[config.mk]
export PLATFORM = sky130hd
export DESIGN_NAME = synth_cfg_reg
export DESIGN_NICKNAME = d
export VERILOG_FILES = /design/src/rtl/synth_cfg_pkg.sv /design/src/rtl/sync_bit.sv /design/src/rtl/ser_shift.sv /design/src/rtl/cfg_latch.sv /design/src/rtl/synth_cfg_reg.sv
export SDC_FILE = /design/constraint.sdc
export NUM_CORES = 1
export LEC_CHECK = 0
export BUFFER_PORTS_ARGS = -buffer_cell sky130_fd_sc_hd__buf_4
export CAP_MARGIN = 20
export CELL_PAD_IN_SITES_DETAIL_PLACEMENT = 2
export CELL_PAD_IN_SITES_GLOBAL_PLACEMENT = 2
export CORE_UTILIZATION = 39
export DETAILED_ROUTE_END_ITERATION = 6
export PLACE_DENSITY_LB_ADDON = 0.1
export SLEW_MARGIN = 20
export SYNTH_ARGS = -nofsm -noshare
export SYNTH_HDL_FRONTEND = slang
export SYNTH_HIERARCHICAL = 1
export SYNTH_SLANG_ARGS = --single-unit
[constraint.sdc]
create_clock -name clk -period 2.7 [get_ports clk]
set_clock_uncertainty 0.05 [all_clocks]
set_input_delay 0.27 -clock clk [delete_from_list [all_inputs] [get_ports clk]]
set_output_delay 0.27 -clock clk [all_outputs]
set_load 0.02 [all_outputs]
[src/rtl/synth_cfg_pkg.sv]
package synth_cfg_pkg;
  parameter int unsigned M_W = 9;
  parameter int unsigned N_W = 2;
  parameter int unsigned T_W = 3;
  localparam int unsigned CHAIN_W = M_W + N_W + T_W;

  // field order matches the serial shift order: test bits arrive first
  typedef struct packed {
    logic [T_W-1:0] t;
    logic [N_W-1:0] n;
    logic [M_W-1:0] m;
  } cfg_word_t;

  localparam cfg_word_t CFG_RESET = '{t: '0, n: '1, m: '1};
endpackage

[src/rtl/sync_bit.sv]
module sync_bit #(
  parameter int unsigned STAGES  = 2,
  parameter logic        RST_VAL = 1'b0
) (
  input  logic clk,
  input  logic rst_n,
  input  logic d,
  output logic q
);
  logic [STAGES-1:0] pipe_q;
  logic [STAGES-1:0] pipe_d;

  always_comb begin
    pipe_d = {pipe_q[STAGES-2:0], d};
  end

  always_ff @(posedge clk or negedge rst_n) begin
    if (!rst_n) pipe_q <= {STAGES{RST_VAL}};
    else        pipe_q <= pipe_d;
  end

  assign q = pipe_q[STAGES-1];
endmodule

[src/rtl/ser_shift.sv]
module ser_shift
  import synth_cfg_pkg::*;
(
  input  logic               clk,
  input  logic               rst_n,
  input  logic               sclk_lvl,
  input  logic               sdat_lvl,
  output logic [CHAIN_W-1:0] chain
);
  logic               sclk_prev_q;
  logic               shift_en;
  logic [CHAIN_W-1:0] chain_q;
  logic [CHAIN_W-1:0] chain_d;

  assign shift_en = sclk_lvl & ~sclk_prev_q;

  always_comb begin
    chain_d = chain_q;
    if (shift_en) chain_d = {chain_q[CHAIN_W-2:0], sdat_lvl};
  end

  always_ff @(posedge clk or negedge rst_n) begin
    if (!rst_n) begin
      sclk_prev_q <= 1'b0;
      chain_q     <= '0;
    end else begin
      sclk_prev_q <= sclk_lvl;
      chain_q     <= chain_d;
    end
  end

  assign chain = chain_q;

  AST_CHAIN_STILL_NO_EDGE: assert property (@(posedge clk) disable iff (!rst_n)
    !(sclk_lvl && !sclk_prev_q) |=> $stable(chain_q));
  AST_CHAIN_TAKES_DATA: assert property (@(posedge clk) disable iff (!rst_n)
    (sclk_lvl && !sclk_prev_q) |=> (chain_q[0] == $past(sdat_lvl)));
endmodule

[src/rtl/cfg_latch.sv]
module cfg_latch
  import synth_cfg_pkg::*;
(
  input  logic               clk,
  input  logic               rst_n,
  input  logic               ser_lvl,
  input  logic               par_lvl_n,
  input  logic [CHAIN_W-1:0] chain,
  input  logic [M_W-1:0]     pin_m,
  input  logic [N_W-1:0]     pin_n,
  output cfg_word_t          cfg,
  output logic               upd
);
  cfg_word_t cfg_q, cfg_d;
  logic      init_q, init_d;
  logic      upd_q, upd_d;

  always_comb begin
    cfg_d  = cfg_q;
    init_d = 1'b0;
    if (ser_lvl) begin
      cfg_d = cfg_word_t'(chain);
    end else if (init_q || !par_lvl_n) begin
      cfg_d.m = pin_m;
      cfg_d.n = pin_n;
    end
    upd_d = (cfg_d != cfg_q);
  end

  always_ff @(posedge clk or negedge rst_n) begin
    if (!rst_n) begin
      cfg_q  <= CFG_RESET;
      init_q <= 1'b1;
      upd_q  <= 1'b0;
    end else begin
      cfg_q  <= cfg_d;
      init_q <= init_d;
      upd_q  <= upd_d;
    end
  end

  assign cfg = cfg_q;
  assign upd = upd_q;

  AST_SERIAL_TRACKS: assert property (@(posedge clk) disable iff (!rst_n)
    ser_lvl |=> (cfg_q == cfg_word_t'($past(chain))));
  AST_HOLD_WHEN_IDLE: assert property (@(posedge clk) disable iff (!rst_n)
    (!ser_lvl && par_lvl_n && !init_q) |=> $stable(cfg_q));
  AST_TEST_FIELD_SERIAL_ONLY: assert property (@(posedge clk) disable iff (!rst_n)
    !ser_lvl |=> $stable(cfg_q.t));
  AST_UPD_ON_CHANGE: assert property (@(posedge clk) disable iff (!rst_n)
    upd_q == (cfg_q != $past(cfg_q)));
endmodule

[src/rtl/synth_cfg_reg.sv]
module synth_cfg_reg
  import synth_cfg_pkg::*;
#(
  parameter int unsigned SYNC_STAGES = 2
) (
  input  logic           clk,
  input  logic           rst_n,
  input  logic           ser_data,
  input  logic           ser_clk,
  input  logic           ser_ld,
  input  logic           par_ld_n,
  input  logic [M_W-1:0] par_m,
  input  logic [N_W-1:0] par_n,
  output logic [M_W-1:0] cfg_m,
  output logic [N_W-1:0] cfg_n,
  output logic [T_W-1:0] cfg_t,
  output logic           cfg_upd
);
  logic               sdat_lvl, sclk_lvl, sld_lvl, pld_lvl_n;
  logic [CHAIN_W-1:0] chain;
  cfg_word_t          cfg;

  sync_bit #(.STAGES(SYNC_STAGES), .RST_VAL(1'b0)) u_sync_dat (
    .clk(clk), .rst_n(rst_n), .d(ser_data), .q(sdat_lvl));
  sync_bit #(.STAGES(SYNC_STAGES), .RST_VAL(1'b0)) u_sync_sclk (
    .clk(clk), .rst_n(rst_n), .d(ser_clk), .q(sclk_lvl));
  sync_bit #(.STAGES(SYNC_STAGES), .RST_VAL(1'b0)) u_sync_sld (
    .clk(clk), .rst_n(rst_n), .d(ser_ld), .q(sld_lvl));
  sync_bit #(.STAGES(SYNC_STAGES), .RST_VAL(1'b1)) u_sync_pld (
    .clk(clk), .rst_n(rst_n), .d(par_ld_n), .q(pld_lvl_n));

  ser_shift u_shift (
    .clk(clk), .rst_n(rst_n), .sclk_lvl(sclk_lvl), .sdat_lvl(sdat_lvl),
    .chain(chain));

  cfg_latch u_latch (
    .clk(clk), .rst_n(rst_n), .ser_lvl(sld_lvl), .par_lvl_n(pld_lvl_n),
    .chain(chain), .pin_m(par_m), .pin_n(par_n), .cfg(cfg), .upd(cfg_upd));

  assign cfg_m = cfg.m;
  assign cfg_n = cfg.n;
  assign cfg_t = cfg.t;
endmodule

Word level (Yosys, flattened, before mapping) --
Cells that the tools add are included. W data, S select, Z words.
Storage, ports and cells: output and inout bits 15, input bits 17, flip-flop bits (word level) 39
Cells by class: mux-type cells 3, bitwise logic cells 2, reduce and logical (&&, ||, !) cells 2, eq/ne operators 1
Operators with widths (number):
- $mux W11 | 2
- $ne A14 B14 Y1 | 1
- $mux W3 | 1
- $and A1 B1 Y1 | 1
- $logic_not A1 Y1 | 1
- $logic_or A1 B1 Y1 | 1
- $not A1 Y1 | 1

Depth between registers and ports, before layout --
depth in word-level cells 5, gate-level depth with buffers 6, gate-level depth less buffers 4

Hierarchy --
Netlist, hierarchy kept.
By module, submodules not included:
- cfg_latch | sequential area each 415.4 um^2, area an instance 1031.0 um^2, cells each 100, instances 1
- ser_shift | sequential area each 375.4 um^2, area an instance 615.6 um^2, cells each 32, instances 1
- sync_bit (u_sync_dat ...) | sequential area each 50.0 um^2, area an instance 50.0 um^2, cells each 2, instances 3
- sync_bit (u_sync_pld) | sequential area each 52.6 um^2, area an instance 52.6 um^2, cells each 2, instances 1

Least setup slack after synthesis --
OpenSTA, ideal clock, no wires.
kind register to register, start point register u_latch.cfg_q, in the netlist u_latch/cfg[3], end point register u_latch.upd_q, in the netlist u_latch/upd, cell stages (with the launch flop) 5, slack 1317 ps, arrival time 1189 ps, path buffers 0, path through dfstp_2 > xnor2_1 > nand4_1 > nor4_2 > o2111ai_1
On the way: longest elaborated chain between the ends 3
RTL lines:
- from (decl) | line cfg_latch.sv:14 | cfg_word_t cfg_q, cfg_d;
- from (signal assigned) | line cfg_latch.sv:36 | cfg_q <= cfg_d;
- $mux W11 | line cfg_latch.sv:23 | end else if (init_q || !par_lvl_n) begin
- $mux W11 | line cfg_latch.sv:21 | if (ser_lvl) begin
- $ne A14 B14 Y1 * | line cfg_latch.sv:27 | upd_d = (cfg_d != cfg_q);
- named net u_latch.upd_d | line cfg_latch.sv:16 | logic upd_q, upd_d;
- to (signal assigned) | line cfg_latch.sv:38 | upd_q <= upd_d;
- to (decl) | line cfg_latch.sv:16
Mark *: on every way through the listed nets, which the timed path passes. The rest lies on a longest branch. A chain may end at the register's enable or synchronous reset.

Worst setup path in the final report --
start point register u_sync_sld.pipe_q[1], end point register u_latch.upd_q, in the netlist u_latch/upd
On the way: longest elaborated chain between the ends 2
RTL lines:
- from (decl) | line sync_bit.sv:10 | logic [STAGES-1:0] pipe_q;
- from (signal assigned) | line sync_bit.sv:18 | if (!rst_n) pipe_q <= {STAGES{RST_VAL}};
- from (signal assigned) | line sync_bit.sv:19 | else pipe_q <= pipe_d;
- $mux W11 or $mux W3 (tied branches) | line cfg_latch.sv:21
- $ne A14 B14 Y1 * | line cfg_latch.sv:27
- named net u_latch.upd_d | line cfg_latch.sv:16
Marks and branches as above.

==> summary.md <==
The overall routing resource usage is 18.7%. In this run the tightest slew margin relative to its limit is 64.8%. The routed wirelength normalized by instance count works out to 18.3 um.

The net switching power came out at 0.698 mW. In this run the worst hold path is classified as input pin to flip-flop. The worst hold path begins at ser_clk. The final critical path takes up 59.0% of the cycle.

Kind of cell adding the most delay to the critical path: flip-flops. Once detailed placement completed, the half-perimeter wirelength came to 2980 um. In the layout the commonest cells are sky130_fd_sc_hd__buf_4, sky130_fd_sc_hd__dfrtp_1, sky130_fd_sc_hd__xnor2_1. The DRC marker count from the first detailed-route iteration was 61; the maximum fanout count along the critical path was 16.

Using the TritonRoute via totals, the vias-per-cell ratio works out to 5.22. Kind of critical path: flip-flop to flip-flop. In this run, flip-flops and latches consume 46.4% of the power.

The number of antenna diodes in the final layout is 0. For the leftover overflow at the end of global routing, the log shows 0. The post-place setup slack is 1.11 ns.

For this design the static power due to leakage is 0.986 nW. Once routing completed, OpenROAD measured the worst setup slack at 1.11 ns. The routed via count came out at 1180. The endpoint with the worst hold slack is u_sync_sclk/pipe_q[0].

For the number of nets produced by synthesis, the log shows 157. Kind of end point of the critical path: a flip-flop. The port buffer count is 31.

Unique cell type count in the Yosys netlist: 30. For the final estimated routing congestion in global placement, the log shows 0.738. The run gives 5 as the number of CTS-inserted buffers. The number of setup buffers added after CTS is 0.

The cell area after layout was 2210 um^2; the synthesized area per cell was 13.2 um^2. The area added between synthesis and finish was 19.4%. The tightest hold path in the finished design has a slack of 0.0309 ns. The routed wire length is 4140 um. The placement row count is 24, and the total count of max-transition violations in the final report is 0. The worst register-to-register path has a depth of 5. The number of instances on the worst hold path was 1; the setup slack of the most critical reg-to-reg path was 1.11 ns. The combinational power share is 31.0%, and the internal power is 1.42 mW.

The largest buffer count on any clock path is 2, and the placement-stage cell area is 2090 um^2. The fraction of synthesis flops using an asynchronous set or reset pin came out at 100%. The register bit total from synthesis was 39.

The area of the core is 4440 um^2, and the area of the die is 5020 um^2. Summing the sequential cell areas from Yosys gives 53.7% of the chip area. The final-report setup violation count is 0. The number of standard cells after synthesis was 140; the required time at the endpoint of the critical path was 2.80 ns.

Largest stage delay on the critical path: 0.67 ns. The actual transition at the worst max-transition pin is 0.527 ns, and the total power draw is 2.12 mW. The tree is rooted in a sky130_fd_sc_hd__clkbuf_8. The most common library cell in the layout ignoring fill and taps is sky130_fd_sc_hd__buf_4. The starting density of the core was 41.6%; the time the final worst path needs with I/O delays and setup was 1.59 ns. Final routed DRC violation total: 0. Entering global routing, the biggest net connects 40 pins. The fraction of layout cells with a size suffix above 1 is 45.4%.

For the power share of the clock group, the log shows 22.6%. Power spread over the standard cell area amounts to 959 nW/um^2. The run finished with clean final reports.

During synthesis, Yosys emitted a total of 6 warnings. Net switching is 33.0% of the power. The filler cell count is 453, and the vertical die dimension is 70.9 um.

The first detailed-routing pass ran for 6 iterations. Cell at the slowest stage of the critical path: sky130_fd_sc_hd__dfrtp_1. In the synthesized netlist the dominant register cell turns out to be sky130_fd_sc_hd__dfrtp_1. TritonCTS built the clock tree. Worst flop-to-flop path endpoint: u_latch/upd. For this run, the top clock speed supported by timing is 628 MHz.

In this run the count of I/O pins placed on the die edge is 32. After clock tree synthesis, the clock-pin slew on the worst setup and hold paths is 0.08 ns. VDD sags by at most 0.381 mV.

From left edge to right edge, the die measures 70.9 um. Walking the worst path, the cells encountered are buf_4, inv_1, nand3_1, a21o_1, o2111ai_1. Counting both buffers and inverters, the worst setup path holds a total of 2. The logs give 0 for the number of hold violations in the final report and 0 for the remaining number of nets flagged by the antenna check after routing. The via count of the first global-routing pass came out at 1385. Across the run, the number of max-cap violations was 0. At the end of the flow, the number of nets in the layout was 190.

Summing every instance area after synthesis gives 1850 um^2. STA classifies the critical path startpoint as a flip-flop. The tools report the number of clock sinks as 39. Setup repair after global routing left no endpoint under its margin. The startpoint identified for the worst register-to-register timing path is u_sync_sld/pipe_q[1].

Yosys mapped a number of flops with a built-in enable equal to 0. The first global-routing pass estimated 6950 um of wire. The arrival time at the worst endpoint is 1.69 ns. After routing, the total negative slack on setup checks comes to 0 ns.

The H-tree was split into 2 levels. The initial antenna violation count was 0. Clock latency on the worst-skew pair, taken at its later pin, is 0.29 ns.
-- state kept, by name, indices dropped and copies added, names as in the netlist --
signal and cells:
u_sync_sclk/pipe_q 2, u_shift/chain 14, u_latch/upd 1, u_latch/init_q 1, u_sync_pld/pipe_q 2, u_shift/sclk_prev_q 1
u_sync_dat/pipe_q 2, u_latch/cfg 14, u_sync_sld/pipe_q 2
-- worst max path at each step --
stage | depth (start not counted) | slack [ns] | start | end
final | 5 | 1.11 | u_sync_sld/pipe_q[1] | u_latch/upd
after global routing | 5 | 1.01 | u_sync_sld/pipe_q[1] | u_latch/upd
after CTS | 5 | 1.08 | u_sync_sld/pipe_q[1] | u_latch/upd
after detailed placement | 5 | 1.11 | u_sync_sld/pipe_q[1] | u_latch/upd
after global placement | 4 | 1.21 | u_latch/cfg[3] | u_latch/upd
after floorplan | 4 | 1.32 | u_latch/cfg[3] | u_latch/upd
-- worst register-to-register path: stages (launching register included) --
cell                        delay (ns)
sky130_fd_sc_hd__dfrtp_1          0.67
sky130_fd_sc_hd__buf_4            0.30
sky130_fd_sc_hd__inv_1            0.11
sky130_fd_sc_hd__nand3_1          0.08
sky130_fd_sc_hd__a21o_1           0.13
sky130_fd_sc_hd__o2111ai_1        0.11
-- synthesized netlist by cell type (2+ instances only) --
cell	instances	area share [%]
sky130_fd_sc_hd__mux2i_1	9	4.9
sky130_fd_sc_hd__mux2_4	10	8.1
sky130_fd_sc_hd__clkbuf_1	2	0.41
sky130_fd_sc_hd__dfrtp_1	25	34
sky130_fd_sc_hd__nand2_1	11	2.2
sky130_fd_sc_hd__a21o_1	2	0.81
sky130_fd_sc_hd__nor2_1	2	0.41
sky130_fd_sc_hd__inv_2	2	0.41
sky130_fd_sc_hd__nand3_1	2	0.54
sky130_fd_sc_hd__dfstp_2	14	20
sky130_fd_sc_hd__o21ai_1	6	1.6
sky130_fd_sc_hd__buf_6	3	1.8
sky130_fd_sc_hd__o21ai_0	5	1.4
sky130_fd_sc_hd__nand4_1	5	1.7
sky130_fd_sc_hd__xnor2_1	19	9.0
sky130_fd_sc_hd__mux2_2	7	4.3
sky130_fd_sc_hd__a21oi_1	3	0.81
-- metrics by stage --
step	cells	util [%]
2_1_floorplan	140	-
3_3_place_gp	217	46.9
3_5_place_dp	217	46.9
4_1_cts	226	49.7
5_1_grt	226	49.7
6_report	226	49.7
-- power groups by stage --
stage / logic (mW) / registers [mW] / clock network [mW]
floorplan: 0.391 / 1.01 / 0
global placement: 0.642 / 0.978 / 0
detailed placement: 0.658 / 1.00 / 0
CTS: 0.667 / 0.989 / 0.497
global route: 0.710 / 1.01 / 0.518
finish: 0.656 / 0.983 / 0.480
-- metal layers --
| layer | track usage (%) | vias to the layer above | part of all wire [%] |
|---|---|---|---|
| li1 | - | 545 | - |
| met2 | 34.3 | 23 | 55 |
| met4 | 7.56 | 0 | 1.8 |
| met5 | 0 | - | 0 |
| met1 | 21.3 | 605 | 41 |
| met3 | 3.85 | 7 | 2.5 |
-- layout make-up --
cell class	count	area [um^2]	area share [%]
sequential	39	993	45.0
multi-input combinational	91	776	35.1
timing repair buffer	33	250	11.3
clock buffer	5	68.8	3.12
tap	52	65.1	2.95
clock inverter	3	43.8	1.98
inverter	3	11.3	0.510
-- repair_timing --
action / CTS / global route
setup endpoints to repair: 0 / 0
hold buffers: 1 / 0
endpoints found under the hold margin: 25 / 0
gates resized for setup: 0 / 0
-- cell families (layout without fill, tap and decap cells) --
| family | count (synthesis) | count (layout) | share of synthesized area (%) |
|---|---|---|---|
| and+or+nand+nor | 23 | 23 | 7.04 |
| muxes | 26 | 26 | 17.3 |
| xor gates and xnor gates | 21 | 21 | 10.4 |
| buffers and inverters | 10 | 44 | 4.33 |
| DFF | 39 | 39 | 53.7 |
| AOI/OAI and AO/OA | 20 | 20 | 7.10 |
| other | 1 | 1 | 0.203 |
Power figures use the tool's default switching activity.
